File: config.mk
export PLATFORM = sky130hd
export DESIGN_NAME = wr_pacer
export DESIGN_NICKNAME = d
export VERILOG_FILES = /design/src/rtl/wr_pacer_pkg.sv /design/src/rtl/wr_pacer_ctl.sv /design/src/rtl/wr_pacer_dp.sv /design/src/rtl/wr_pacer.sv
export SDC_FILE = /design/constraint.sdc
export NUM_CORES = 1
export LEC_CHECK = 0
export ABC_AREA = 1
export BUFFER_PORTS_ARGS = -buffer_cell sky130_fd_sc_hd__buf_2
export CORE_AREA = 2 2 240 242
export DETAILED_ROUTE_END_ITERATION = 8
export DIE_AREA = 0 0 242 244
export MAX_ROUTING_LAYER = met4
export SYNTH_ARGS = -nofsm -noshare
export SYNTH_HDL_FRONTEND = slang
export SYNTH_SLANG_ARGS = --single-unit
File: constraint.sdc
create_clock -name clk -period 2.7 [get_ports clk]
set_input_delay 0.54 -clock clk [delete_from_list [all_inputs] [get_ports clk]]
set_output_delay 0.54 -clock clk [all_outputs]
set_load 0.02 [all_outputs]
File: src/rtl/wr_pacer_pkg.sv
package wr_pacer_pkg;

  typedef enum logic [1:0] {
    ST_IDLE = 2'd0,
    ST_ADDR = 2'd1,
    ST_GAP  = 2'd2,
    ST_DATA = 2'd3
  } pacer_state_e;

  // strobes from the sequencer to the datapath
  typedef struct packed {
    logic capture;    // latch a new legal request
    logic addrCycle;  // this cycle drives the address
    logic dataBeat;   // this cycle drives a data beat
    logic bumpAddr;   // move to the second half of a split write
  } pacer_strobe_t;

  // spacing decode: {two-beat group, idle run length}
  function automatic logic [3:0] spacing_of(input logic [3:0] code);
    logic [3:0] r;
    case (code)
      4'd0:    r = {1'b0, 3'd0};
      4'd1:    r = {1'b1, 3'd1};
      4'd2:    r = {1'b1, 3'd2};
      4'd3:    r = {1'b0, 3'd1};
      4'd4:    r = {1'b1, 3'd3};
      4'd5:    r = {1'b1, 3'd4};
      4'd6:    r = {1'b0, 3'd2};
      4'd7:    r = {1'b1, 3'd6};
      4'd8:    r = {1'b0, 3'd3};
      default: r = 4'd0;
    endcase
    return r;
  endfunction

endpackage

File: src/rtl/wr_pacer_ctl.sv
module wr_pacer_ctl
  import wr_pacer_pkg::*;
#(
  parameter int BLK_BEATS = 4
) (
  input  logic          clk,
  input  logic          rstN,
  input  logic [3:0]    cfgPattern,
  input  logic [2:0]    cfgDelay,
  input  logic          cfgHalf,
  input  logic          cfgOverlap,
  input  logic          reqValid,
  input  logic          reqBlock,
  input  logic          reqWide,
  input  logic          wrRdy,
  output logic          reqReady,
  output logic          errFlag,
  output pacer_strobe_t strobes
);

  localparam int MAX_BEATS = 2 * BLK_BEATS;
  localparam int BW        = $clog2(MAX_BEATS + 1);

  pacer_state_e   st;
  logic [2:0]     gapCnt;
  logic [2:0]     dlySnap;
  logic [2:0]     idleSnap;
  logic           pairSnap;
  logic [3:0]     phase;
  logic [BW-1:0]  beatsLeft;
  logic           splitPend;

  logic           legal;
  logic [3:0]     pick;
  logic [3:0]     grpLen;
  logic [3:0]     periodLen;
  logic           isBeat;
  logic           lastBeat;
  logic           periodLast;
  logic           accept;
  logic [BW-1:0]  firstBeats;

  assign legal      = (cfgPattern <= 4'd8);
  assign pick       = spacing_of(cfgPattern);
  assign grpLen     = pairSnap ? 4'd2 : 4'd1;
  assign periodLen  = grpLen + {1'b0, idleSnap};
  assign isBeat     = (st == ST_DATA) && (phase < grpLen);
  assign lastBeat   = isBeat && (beatsLeft == BW'(1)) && !splitPend;
  assign periodLast = (phase == (periodLen - 4'd1));

  assign reqReady = wrRdy && ((st == ST_IDLE) || (cfgOverlap && lastBeat));
  assign accept   = reqValid && reqReady;

  always_comb begin
    if (reqBlock) firstBeats = cfgHalf ? BW'(MAX_BEATS) : BW'(BLK_BEATS);
    else          firstBeats = BW'(1);
  end

  assign strobes.capture   = accept && legal;
  assign strobes.addrCycle = (st == ST_ADDR);
  assign strobes.dataBeat  = isBeat;
  assign strobes.bumpAddr  = isBeat && (beatsLeft == BW'(1)) && splitPend;

  always_ff @(posedge clk) begin
    if (!rstN) begin
      st        <= ST_IDLE;
      gapCnt    <= '0;
      dlySnap   <= '0;
      idleSnap  <= '0;
      pairSnap  <= 1'b0;
      phase     <= '0;
      beatsLeft <= '0;
      splitPend <= 1'b0;
      errFlag   <= 1'b0;
    end else begin
      errFlag <= accept && !legal;
      case (st)
        ST_ADDR: begin
          phase <= '0;
          if (dlySnap == 3'd0) begin
            st <= ST_DATA;
          end else begin
            st     <= ST_GAP;
            gapCnt <= dlySnap;
          end
        end
        ST_GAP: begin
          if (gapCnt == 3'd1) st <= ST_DATA;
          else                gapCnt <= gapCnt - 3'd1;
        end
        ST_DATA: begin
          phase <= periodLast ? 4'd0 : phase + 4'd1;
          if (isBeat) begin
            beatsLeft <= beatsLeft - BW'(1);
            if (beatsLeft == BW'(1)) begin
              if (splitPend) begin
                splitPend <= 1'b0;
                beatsLeft <= BW'(1);
                st        <= ST_ADDR;
              end else begin
                st <= ST_IDLE;
              end
            end
          end
        end
        default: ;
      endcase
      // acceptance overrides the end-of-request transition
      if (accept) begin
        if (legal) begin
          st        <= ST_ADDR;
          pairSnap  <= pick[3];
          idleSnap  <= pick[2:0];
          dlySnap   <= cfgDelay;
          beatsLeft <= firstBeats;
          splitPend <= cfgHalf && !reqBlock && reqWide;
        end else begin
          st <= ST_IDLE;
        end
      end
    end
  end

  // the last delay cycle is followed by data
  p_gap_ends_r2 : assert property (@(posedge clk) disable iff (!rstN)
    (st == ST_GAP && gapCnt == 3'd1) |=> (st == ST_DATA));

  // a legal acceptance leads to an address cycle
  p_accept_addr_r9 : assert property (@(posedge clk) disable iff (!rstN)
    (accept && legal) |=> (st == ST_ADDR));

  // a rejected request leaves the sequencer idle
  p_err_idle_r8 : assert property (@(posedge clk) disable iff (!rstN)
    errFlag |-> (st == ST_IDLE));

  // beat counter never exceeds a 32-bit-mode line
  p_beats_bound_r3 : assert property (@(posedge clk) disable iff (!rstN)
    beatsLeft <= BW'(MAX_BEATS));

endmodule

File: src/rtl/wr_pacer_dp.sv
module wr_pacer_dp
  import wr_pacer_pkg::*;
#(
  parameter int AW        = 32,
  parameter int BUSW      = 64,
  parameter int BLK_BEATS = 4
) (
  input  logic                      clk,
  input  logic                      rstN,
  input  pacer_strobe_t             strobes,
  input  logic                      cfgHalf,
  input  logic                      reqBlock,
  input  logic                      reqWide,
  input  logic [AW-1:0]             reqAddr,
  input  logic [BUSW*BLK_BEATS-1:0] reqData,
  output logic [BUSW-1:0]           busAd,
  output logic                      busValid,
  output logic                      busIsAddr
);

  localparam int DATAW = BUSW * BLK_BEATS;
  localparam int HALFW = BUSW / 2;
  localparam int NHALF = 2 * BLK_BEATS;
  localparam int IDXW  = $clog2(NHALF);

  logic [AW-1:0]    addrReg;
  logic [DATAW-1:0] dataReg;
  logic [IDXW-1:0]  wordIdx;
  logic             halfReg;
  logic             dwReg;

  logic [BUSW-1:0]  fullWords [BLK_BEATS];
  logic [HALFW-1:0] halfWords [NHALF];

  for (genvar i = 0; i < BLK_BEATS; i++) begin : g_full
    assign fullWords[i] = dataReg[i*BUSW +: BUSW];
  end
  for (genvar j = 0; j < NHALF; j++) begin : g_half
    assign halfWords[j] = dataReg[j*HALFW +: HALFW];
  end

  logic [AW-1:0]   addrOut;
  logic [BUSW-1:0] dataOut;

  assign addrOut = dwReg ? {addrReg[AW-1:3], 3'b000} : addrReg;
  assign dataOut = halfReg ? {{HALFW{1'b0}}, halfWords[wordIdx]}
                           : fullWords[wordIdx[IDXW-2:0]];

  always_comb begin
    if (strobes.addrCycle)     busAd = {{(BUSW-AW){1'b0}}, addrOut};
    else if (strobes.dataBeat) busAd = dataOut;
    else                       busAd = '0;
  end
  assign busValid  = strobes.addrCycle || strobes.dataBeat;
  assign busIsAddr = strobes.addrCycle;

  always_ff @(posedge clk) begin
    if (!rstN) begin
      addrReg <= '0;
      dataReg <= '0;
      wordIdx <= '0;
      halfReg <= 1'b0;
      dwReg   <= 1'b0;
    end else if (strobes.capture) begin
      addrReg <= reqAddr;
      dataReg <= reqData;
      wordIdx <= '0;
      halfReg <= cfgHalf;
      dwReg   <= !cfgHalf && (reqBlock || reqWide);
    end else begin
      if (strobes.dataBeat) wordIdx <= wordIdx + IDXW'(1);
      if (strobes.bumpAddr) addrReg <= addrReg + AW'(4);
    end
  end

  // doubleword address cycles carry zero low bits
  p_dw_mask_r6 : assert property (@(posedge clk) disable iff (!rstN)
    (busIsAddr && dwReg) |-> (busAd[2:0] == 3'b000));

  // narrow-mode beats leave the upper half at zero
  p_half_upper_r4 : assert property (@(posedge clk) disable iff (!rstN)
    (busValid && !busIsAddr && halfReg) |-> (busAd[BUSW-1:HALFW] == '0));

  // an idle bus is quiet
  p_idle_quiet_r7 : assert property (@(posedge clk) disable iff (!rstN)
    !busValid |-> (busAd == '0 && !busIsAddr));

endmodule

File: src/rtl/wr_pacer.sv
module wr_pacer
  import wr_pacer_pkg::*;
#(
  parameter int AW        = 32,
  parameter int BUSW      = 64,
  parameter int BLK_BEATS = 4
) (
  input  logic                      clk,
  input  logic                      rstN,
  input  logic [3:0]                cfgPattern,
  input  logic [2:0]                cfgDelay,
  input  logic                      cfgHalf,
  input  logic                      cfgOverlap,
  input  logic                      reqValid,
  input  logic                      reqBlock,
  input  logic                      reqWide,
  input  logic [AW-1:0]             reqAddr,
  input  logic [BUSW*BLK_BEATS-1:0] reqData,
  output logic                      reqReady,
  input  logic                      wrRdy,
  output logic [BUSW-1:0]           busAd,
  output logic                      busValid,
  output logic                      busIsAddr,
  output logic                      errFlag
);

  pacer_strobe_t strobes;

  wr_pacer_ctl #(.BLK_BEATS(BLK_BEATS)) u_ctl (
    .clk        (clk),
    .rstN       (rstN),
    .cfgPattern (cfgPattern),
    .cfgDelay   (cfgDelay),
    .cfgHalf    (cfgHalf),
    .cfgOverlap (cfgOverlap),
    .reqValid   (reqValid),
    .reqBlock   (reqBlock),
    .reqWide    (reqWide),
    .wrRdy      (wrRdy),
    .reqReady   (reqReady),
    .errFlag    (errFlag),
    .strobes    (strobes)
  );

  wr_pacer_dp #(.AW(AW), .BUSW(BUSW), .BLK_BEATS(BLK_BEATS)) u_dp (
    .clk       (clk),
    .rstN      (rstN),
    .strobes   (strobes),
    .cfgHalf   (cfgHalf),
    .reqBlock  (reqBlock),
    .reqWide   (reqWide),
    .reqAddr   (reqAddr),
    .reqData   (reqData),
    .busAd     (busAd),
    .busValid  (busValid),
    .busIsAddr (busIsAddr)
  );

endmodule

==> results.ini, run 1 <==
[final_layout]
mostFrequentLayoutCells = 628 x nand2_1, 317 x buf_2, 308 x dfxtp_1
final_common_cell = nand2_1
fin_nets = 3103
drive_above_1_share_pct = 21.5
area_growth_pct = 32.2

[yosys]
synth_compound_area_share_pct = 23.5
synth-xor-area-share_pct = 0.994
ys_seq_area_share_pct = 37.7
synth-simple-area-share_pct = 25.3
syn-num-nets = 2792
synthTopCellsByArea = dfxtp_1 38%, nand2_1 14%, o21ai_0 7.5%, inv_1 5.7%, nand3_1 5.5%
synth_top_family_by_area = simple AND/OR/NAND/NOR gates
synth_edf_count = 0
synth_fa_ha_area_share_pct = 1.54
synth_cell_type_count = 42
synth.top_cell.area_share_pct = 37.7
synth_area_um2 = 16700
yosysWarnings = 0
async_flop_share_pct = 0
ys_ff_latch = 315
synthMuxAreaShare_pct = 0
yosysTopAreaCell = dfxtp_1
ys.flop_type = dfxtp_1
synthCells = 2469
avgSynthCellArea_um2 = 6.78

[sta]
skew_ps = 22.0
grt_setup_unrepaired = yes
post-route-min-period_ps = 2910
period_share_pct = 108
tightestPinTransition_ps = 636
fmax_mhz = 344
timing.slew.headroom_pct = 57.6
fin_ws_ps = -206
setup_violations = 63
slew_violations = 0
hold_viol_final = 0
setup_tns_ps = -6180

[worst_setup_path]
r2r_cells = 13
r2r_end = u_ctl.phase[0]
r2r_slack_ps = 220
worstPathMaxFanout = 7
r2r-start = u_ctl.pairSnap
cp-start-kind = flip-flop
critPathKind = flip-flop to output port
crit_required_ps = 2160
crit_path_end_kind = output port
critical_path_arrival_ps = 2370

[clock_tree]
cts_hold_buffers = 0
clk_latency_ps = 570
clk_pin_slew_ps = 60
cts_sinks = 315
cts_tree = yes
cts_root_buffer = clkbuf_16
h-tree-depth = 2
cts_buffers = 41
clk_path_buf_depth = 3

[global_route]
grt_pass1_vias = 17200
grt_max_degree = 77
antenna_found_initial = 30
grt_pass1_wl_um = 106000
gr-usage-all-layers_pct = 24.1
grt-ovfl-total = 0

[status]
violations = setup timing
status = complete, but fails checks

[floorplan]
rows = 87
io_pins = 371
die_y_um = 244
core_um2 = 56200
fp.dieW_um = 242
die_area_um2 = 59000
floorplan.initialDensity_pct = 29.8

[route]
drt_pass1_iterations = 6
avgViaCountPerCell = 5.13
drc = 0
routed_wl_um = 73400
drt-initial-drc-count = 1626
vias = 18400
wl_per_cell_um = 20.4
ant_nets = 0

[power_and_ir_drop]
powerDensity_nw_per_um2 = 640
total_leakage_power_nw = 9.36
power_mw = 14.2
ir_worst_vdd_mv = 0.477

[hold_path]
hp-start = reqData[229]
hp-class = primary input to flip-flop
whs_path_depth = 3
min_to = u_dp.dataReg[229]

[place]
place_congestion = 0.904
portBuffers = 370
dp_hpwl_um = 51300

[job]
cap_viol_max_count = 0

what timing repair did:
action                                  in CTS  in global routing
gates cloned                                 3                  5
pin swaps                                   11                 16
endpoints found under the setup margin      65                 69
gates resized for setup                    138                 45
setup buffers                               16                  9
Yosys cell counts, types with 2 or more instances:
master and instances:
o21ai_0 250, nand3_1 183, a211oi_1 2, nand2_1 631, inv_1 255, nor3_1 8
clkbuf_1 125, a31oi_1 16, buf_4 14, xor2_1 15, buf_6 6, inv_2 4
dfxtp_1 315, xnor2_1 4, a21oi_1 168, a32oi_1 18, buf_1 17, nand4_1 70
buf_2 29, nor2_2 2, o21bai_1 31, o211ai_1 99, a221oi_1 2, o221ai_1 58
nor2_1 107, o21ai_1 6, ha_1 19
cells by family after synthesis:
family	count (synthesis)
flip-flops	315
AO/OA/AOI/OAI	655
adder cells (fa/ha/maj)	20
buffers and inverters	453
XOR/XNOR	19
AND/OR/NAND/NOR	1007
how the worst max path moves through the flow:
stage / startpoint / to / cells after the start
CTS: u_ctl.pairSnap / busAd[9] / 12
detailed placement: u_ctl.pairSnap / busAd[12] / 9
finish: u_ctl.pairSnap / busAd[9] / 12
floorplan: u_ctl.st[1] / busAd[63] / 7
global route: u_ctl.pairSnap / busAd[9] / 12
global placement: u_ctl.pairSnap / busAd[12] / 9
power by group:
part / leakage [nW] / switching [mW] / internal, mW / total (mW)
sequential: 2.56 / 0.229 / 5.04 / 5.27
clock: 0.682 / 2.27 / 3.41 / 5.68
combinational: 6.11 / 2.08 / 1.13 / 3.21
total: 9.36 / 4.58 / 9.58 / 14.2
through the flow:
step           util [%]  setup WS, ps  hold WS, ps  cells  cell area (µm²)
4_1_cts            38.5          -260          124   3557            21600
5_1_grt            39.4          -324          160   3587            22100
6_report           39.4          -206          156   3593            22100
2_1_floorplan         -          84.3          430   2469            16700
3_3_place_gp       34.7           175          440   3465            19500
3_5_place_dp       34.7           153          446   3465            19500
flip-flops by register name, summed over array words and instances, names as in the netlist, 2 cells and up:
name             count
u_ctl.phase          4
u_ctl.beatsLeft      4
u_ctl.gapCnt         3
u_ctl.idleSnap       3
u_dp.wordIdx         3
u_dp.addrReg        32
u_dp.dataReg       256
u_ctl.st             2
u_ctl.dlySnap        3
worst max-delay path, cell delays in order, from the launching register on:
cell and delay [ps]:
dfxtp_2 330, inv_2 50, ha_4 150, inv_2 50
nand2_2 60, nor2_4 90, nand2_2 70, nor2_4 140
nand2_4 130, buf_12 160, buf_16 140, o211ai_1 240
buf_4 190
metal layers:
| metal | track usage (%) | wire length [µm] |
|---|---|---|
| met1 | 30.1 | 30500 |
| met5 | - | 0 |
| met2 | 37.0 | 33200 |
| met3 | 5.72 | 7110 |
| met4 | 10.8 | 2520 |
layout make-up:
class                           instances  area, µm²
Inverter                              261        993
Multi-Input combinational cell       1701       9100
Antenna cell                           27       67.6
Fill cell                            6026      34000
Clock buffer                           57       1210
Tap cell                              756        946
Timing Repair Buffer                  460       3320
Sequential cell                       315       6320
Clock inverter                         16        171
Note: power is estimated with default switching activity, not from simulation.
==> run 2: changes to the inputs <==
--- a/config.mk
+++ b/config.mk
@@ -8,6 +8,7 @@
 export ABC_AREA = 1
 export BUFFER_PORTS_ARGS = -buffer_cell sky130_fd_sc_hd__buf_2
 export CORE_AREA = 2 2 240 242
+export CTS_BUF_LIST = sky130_fd_sc_hd__clkbuf_2
 export DETAILED_ROUTE_END_ITERATION = 8
 export DIE_AREA = 0 0 242 244
 export MAX_ROUTING_LAYER = met4
==> results.ini, run 2 (synthesized netlist as in run 1, its figures left out) <==
[status]
status = complete, but fails checks
violations = setup timing

[floorplan]
die_y_um = 244  ; unchanged
floorplan.initialDensity_pct = 29.8  ; unchanged
die_area_um2 = 59000  ; unchanged
core_um2 = 56200  ; unchanged
rows = 87  ; unchanged
io_pins = 371  ; unchanged
fp.dieW_um = 242  ; unchanged

[route]
drt-initial-drc-count = 2283  ; +40%
highest_layer = met4
drc = 0  ; unchanged
drt_pass1_iterations = 5  ; -1
routed_wl_um = 82700  ; +13%
wl_met3_um = 7040  ; -0.96%
wl_per_cell_um = 20.2  ; -1.0%
ant_nets = 0  ; unchanged
avgViaCountPerCell = 5.16  ; +0.58%
wl_met2_um = 38000  ; +14%
drt-met1-wl_um = 34400  ; +13%
vias = 21100  ; +14%

[sta]
post-route-min-period_ps = 3540  ; +637 ps
setup_tns_ps = -48460  ; -42290 ps
skew_ps = 81.8  ; +59.8 ps
hold_viol_final = 0  ; unchanged
whs_ps = 108  ; -48.7 ps
timing.slew.headroom_pct = 56.3  ; -1.3 points
fmax_mhz = 282  ; -18%
period_share_pct = 131  ; +24 points
fin_ws_ps = -843  ; -637 ps
grt_setup_unrepaired = yes
setup_violations = 67  ; +6.3%
slew_violations = 0  ; unchanged
tightestPinTransition_ps = 656  ; +20.2 ps

[place]
portBuffers = 370  ; unchanged
place_inst = 3465  ; unchanged
dpl_worst_slack_ps = 153  ; unchanged
dp_hpwl_um = 51300  ; unchanged
place_congestion = 0.904  ; unchanged

[final_layout]
drive_above_1_share_pct = 22.5  ; +1.0 points
area_growth_pct = 55.0
largest_register_ffs = 256  ; unchanged
largestRegisters = u_dp.dataReg x256, u_dp.addrReg x32
fin_nets = 3557  ; +15%
final-instance-count-excl-fill = 4089  ; +14%
multiInputGateArea_um2 = 9180  ; +0.78%
fill_cells = 5628  ; -6.6%
ff_latch_area_um2 = 6330  ; about the same
fin_util_pct = 46.2  ; +6.8 points
final_common_cell = nand2_1
regMostFlops = u_dp.dataReg
mostFrequentLayoutCells = 624 x nand2_1, 352 x dlygate4sd3_1, 313 x buf_2

[power_and_ir_drop]
total_leakage_power_nw = 11.1  ; +19%
ir_worst_vdd_mv = 0.245  ; -49%
powerDensity_nw_per_um2 = 505  ; -21%

[clock_tree]
h-tree-depth = 3  ; +1
cts_buffers = 93  ; +130%
clk_path_buf_depth = 3  ; unchanged
clk_latency_ps = 1160  ; +590 ps
clk_pin_slew_ps = 100  ; +40 ps
cts_root_buffer = clkbuf_2
cts_tree = yes
cts_sinks = 315  ; unchanged

[global_route]
grt-ovfl-total = 0  ; unchanged
gr-usage-all-layers_pct = 26.2  ; +2.0 points
grt_pass1_wl_um = 116000  ; +9.7%
grt_max_degree = 77  ; unchanged
grt_pass1_vias = 19900  ; +16%
antenna_found_initial = 21  ; -30%

[worst_setup_path]
crit_path_end_kind = output port
critPathKind = flip-flop to output port
worstPathMaxFanout = 20  ; +13
cp-start-kind = flip-flop
crit_required_ps = 2160  ; about the same
critical_path_arrival_ps = 3000  ; +630 ps

[job]
cap_viol_max_count = 0  ; unchanged

[hold_path]
hp-class = primary input to flip-flop

run 2: changes by cell type in the layout (fill, tap and decap cells not counted), moves of 5 or more:
| cell | previous run | this run |
|---|---|---|
| o21ai_1 | 6 | 44 |
| clkbuf_8 | 8 | 0 |
| clkbuf_16 | 48 | 15 |
| buf_4 | 77 | 104 |
| o21ai_0 | 249 | 206 |
| clkinv_1 | 1 | 25 |
| o21ai_2 | 0 | 5 |
| dlygate4sd3_1 | 0 | 352 |
| clkbuf_2 | 0 | 133 |
| clkbuf_1 | 6 | 0 |
run 2: critical path, stage by stage, from the launching register on:
cell and delay (ps):
dfxtp_2 350, inv_2 50, ha_4 150, inv_2 50
nand2_2 60, nor2_4 100, nand2_2 80, nor2_4 150
buf_4 150, buf_12 180, nand4_1 110, o211ai_1 210
buf_4 210
run 2: layer usage:
layer,vias to the layer above,global-route usage (%)
met2,1112,41.8
met1,9839,31.9
met4,0,10.9
li1,9960,-
met3,201,5.95
met5,-,-
run 2: path summary, 6_finish.rpt:
check | startpoint | endpoint | slack, ps | depth (start not counted)
setup reg to reg | u_ctl.pairSnap | u_dp.dataReg[194] | 0 | 16
hold reg to reg | u_dp.dataReg[13] | u_dp.dataReg[13] | 460 | 2
hold / removal | reqData[103] | u_dp.dataReg[103] | 110 | 4
setup / recovery | u_ctl.pairSnap | busAd[3] | -840 | 12
run 2: cell type report:
cell class                      instances  area share [%]
Multi-Input combinational cell       1702            35.4
Sequential cell                       315            24.4
Timing Repair Buffer                  861            29.2
Inverter                              261            3.86
Tap cell                              756            3.65
Antenna cell                           25           0.241
Clock inverter                         36           0.690
Clock buffer                          133            2.57
run 2: through the flow:
step / instance area [µm²] / power (mW)
final: 25900 / 13.1
after global routing: 25900 / 13.8
after CTS: 25200 / 12.7
after detailed placement: 19500 / 8.15
after global placement: 19500 / 8.14
after floorplan: 16700 / 7.04
run 2: repair_timing:
item / CTS / global route
gates cloned: 5 / 16
setup endpoints to repair: 67 / 141
buffers inserted: 27 / 39
gates resized for setup: 167 / 112
pin swaps: 15 / 24
hold endpoints to repair: 313 / 0
hold buffers: 378 / 0
run 2: power by group:
| part | switching (mW) | leakage [nW] | internal (mW) |
|---|---|---|---|
| registers | 0.239 | 2.56 | 5.03 |
| logic | 2.35 | 7.93 | 1.70 |
| clock network | 2.35 | 0.649 | 1.44 |
==> run 3: changes to the inputs <==
--- a/config.mk
+++ b/config.mk
@@ -11,6 +11,7 @@
 export CTS_BUF_LIST = sky130_fd_sc_hd__clkbuf_2
 export DETAILED_ROUTE_END_ITERATION = 8
 export DIE_AREA = 0 0 242 244
+export GPL_TIMING_DRIVEN = 0
 export MAX_ROUTING_LAYER = met4
 export SYNTH_ARGS = -nofsm -noshare
 export SYNTH_HDL_FRONTEND = slang
==> results.ini, run 3 (synthesized netlist as in run 1, its figures left out) <==
[final_layout]
final_common_cell = nand2_1
area_growth_pct = 50.1
design_area_um2 = 25100  ; -3.1%
largestRegisters = u_dp.dataReg x256, u_dp.addrReg x32
regMostFlops = u_dp.dataReg
fin_util_pct = 44.7  ; -1.4 points
drive_above_1_share_pct = 22.7  ; +0.17 points
fill_cells = 5888  ; +4.6%
largest_register_ffs = 256  ; unchanged
multiInputGateArea_um2 = 9320  ; +1.5%
fin_nets = 3586  ; +0.82%
ff_latch_area_um2 = 6320  ; about the same
mostFrequentLayoutCells = 628 x nand2_1, 350 x buf_2, 310 x dfxtp_1

[route]
drt-initial-drc-count = 2238  ; -2.0%
drt_pass1_iterations = 8  ; +3
routed_wl_um = 96300  ; +16%
wl_per_cell_um = 23.6  ; +17%
drc = 0  ; unchanged
avgViaCountPerCell = 5.32  ; +3.1%
vias = 21700  ; +2.8%
ant_nets = 0  ; unchanged

[global_route]
grt-ovfl-total = 0  ; unchanged
gr-usage-all-layers_pct = 32.5  ; +6.4 points
grt_max_degree = 13  ; -83%
grt_pass1_wl_um = 138000  ; +18%
antenna_found_initial = 3  ; -86%
grt_pass1_vias = 21300  ; +7.2%

[power_and_ir_drop]
total_leakage_power_nw = 10.8  ; -3.0%
ir_worst_vdd_mv = 0.338  ; +38%
powerDensity_nw_per_um2 = 523  ; +3.5%

[floorplan]
rows = 87  ; unchanged
die_area_um2 = 59000  ; unchanged
floorplan.initialDensity_pct = 29.8  ; unchanged
io_pins = 371  ; unchanged
core_um2 = 56200  ; unchanged
die_y_um = 244  ; unchanged
fp.dieW_um = 242  ; unchanged

[worst_setup_path]
crit_path_end_kind = output port
r2r_slack_ps = 180  ; +180 ps
cp-start-kind = flip-flop
r2r_end = u_ctl.phase[0]
r2r-start = u_ctl.pairSnap
critPathKind = flip-flop to output port
crit_required_ps = 2160  ; about the same
critical_path_arrival_ps = 3130  ; +130 ps
r2r_cells = 13  ; -3
worstPathMaxFanout = 6  ; -70%

[clock_tree]
clk_pin_slew_ps = 110  ; about the same
cts_root_buffer = clkbuf_2
cts_sinks = 315  ; unchanged
clk_latency_ps = 1150  ; about the same
clk_path_buf_depth = 3  ; unchanged
cts_buffers = 89  ; -4.3%
h-tree-depth = 3  ; unchanged
cts_tree = yes

[sta]
tightestPinTransition_ps = 1100  ; +441 ps
whs_ps = 135  ; +27.3 ps
setup_violations = 66  ; -1.5%
timing.slew.headroom_pct = 26.9  ; -29 points
period_share_pct = 136  ; +4.7 points
slew_violations = 0  ; unchanged
fin_ws_ps = -969  ; -126 ps
post-route-min-period_ps = 3670  ; +126 ps
grt_setup_unrepaired = yes
fmax_mhz = 273  ; -3.4%
setup_tns_ps = -49670  ; -1210 ps
skew_ps = 134  ; +51.8 ps
hold_viol_final = 0  ; unchanged

[status]
status = complete, but fails checks
violations = setup timing

[place]
place_congestion = 1.01  ; +11%
dp_hpwl_um = 71500  ; +39%
place_area_um2 = 19500  ; +0.23%
portBuffers = 370  ; unchanged

[hold_path]
hp-class = primary input to flip-flop
hp-start = reqData[166]
min_to = u_dp.dataReg[166]
whs_path_depth = 4  ; unchanged

[job]
cap_viol_max_count = 0  ; unchanged

-- run 3: power by group --
part	total, mW	leakage, nW	switching (mW)	internal, mW
Combinational	4.04	7.66	2.53	1.51
Sequential	5.31	2.56	0.284	5.03
Clock	3.79	0.584	2.26	1.53
-- run 3: cell type report --
cell class	instances	share of cell area (%)
Timing Repair Buffer	703	21.7
Multi-Input combinational cell	1702	37.1
Inverter	261	3.98
Sequential cell	315	25.2
Clock inverter	34	0.986
Buffer	191	5.05
Clock buffer	113	2.25
Antenna cell	4	0.0398
Tap cell	756	3.76
-- run 3: worst max-delay path by stage --
stage,startpoint,to,slack (ps)
finish,u_ctl.pairSnap,busAd[16],-970
global route,u_ctl.pairSnap,busAd[16],-1000
CTS,u_ctl.pairSnap,busAd[23],-970
detailed placement,u_ctl.st[0],busAd[11],-970
global placement,u_ctl.st[0],busAd[11],-990
floorplan,u_ctl.st[1],busAd[63],80
-- run 3: critical path: stages, from the launching register on --
cell and delay, ps:
dfxtp_4 370, inv_4 40, ha_4 150, inv_2 60
nand2_4 50, nor2_4 100, nand2_4 90, nor2_4 170
nand2_4 150, buf_12 180, o211ai_1 500, buf_4 250
-- run 3: metal layers --
metal	GRT usage [%]	vias up	share of wire [%]
met5	-	-	0
met4	21.0	0	6.8
met3	8.19	296	11
met2	47.5	1294	42
met1	39.9	10100	40
li1	-	9985	-
-- run 3: timing repair --
item / in CTS / in global routing
endpoints found under the setup margin: 157 / 91
pin swaps: 16 / 26
cloned: 3 / 0
endpoints found under the hold margin: 303 / 0
gates resized for setup: 290 / 135
buffers inserted: 29 / 9
hold buffers: 302 / 0
-- run 3: through the flow --
step	std cells	setup WS [ps]	total power, mW
final	4079	-969	13.1
after global routing	4078	-1000	13.7
after CTS	4076	-972	12.8
after detailed placement	3595	-970	8.38
after global placement	3595	-993	8.37
after floorplan	2469	84.3	7.04
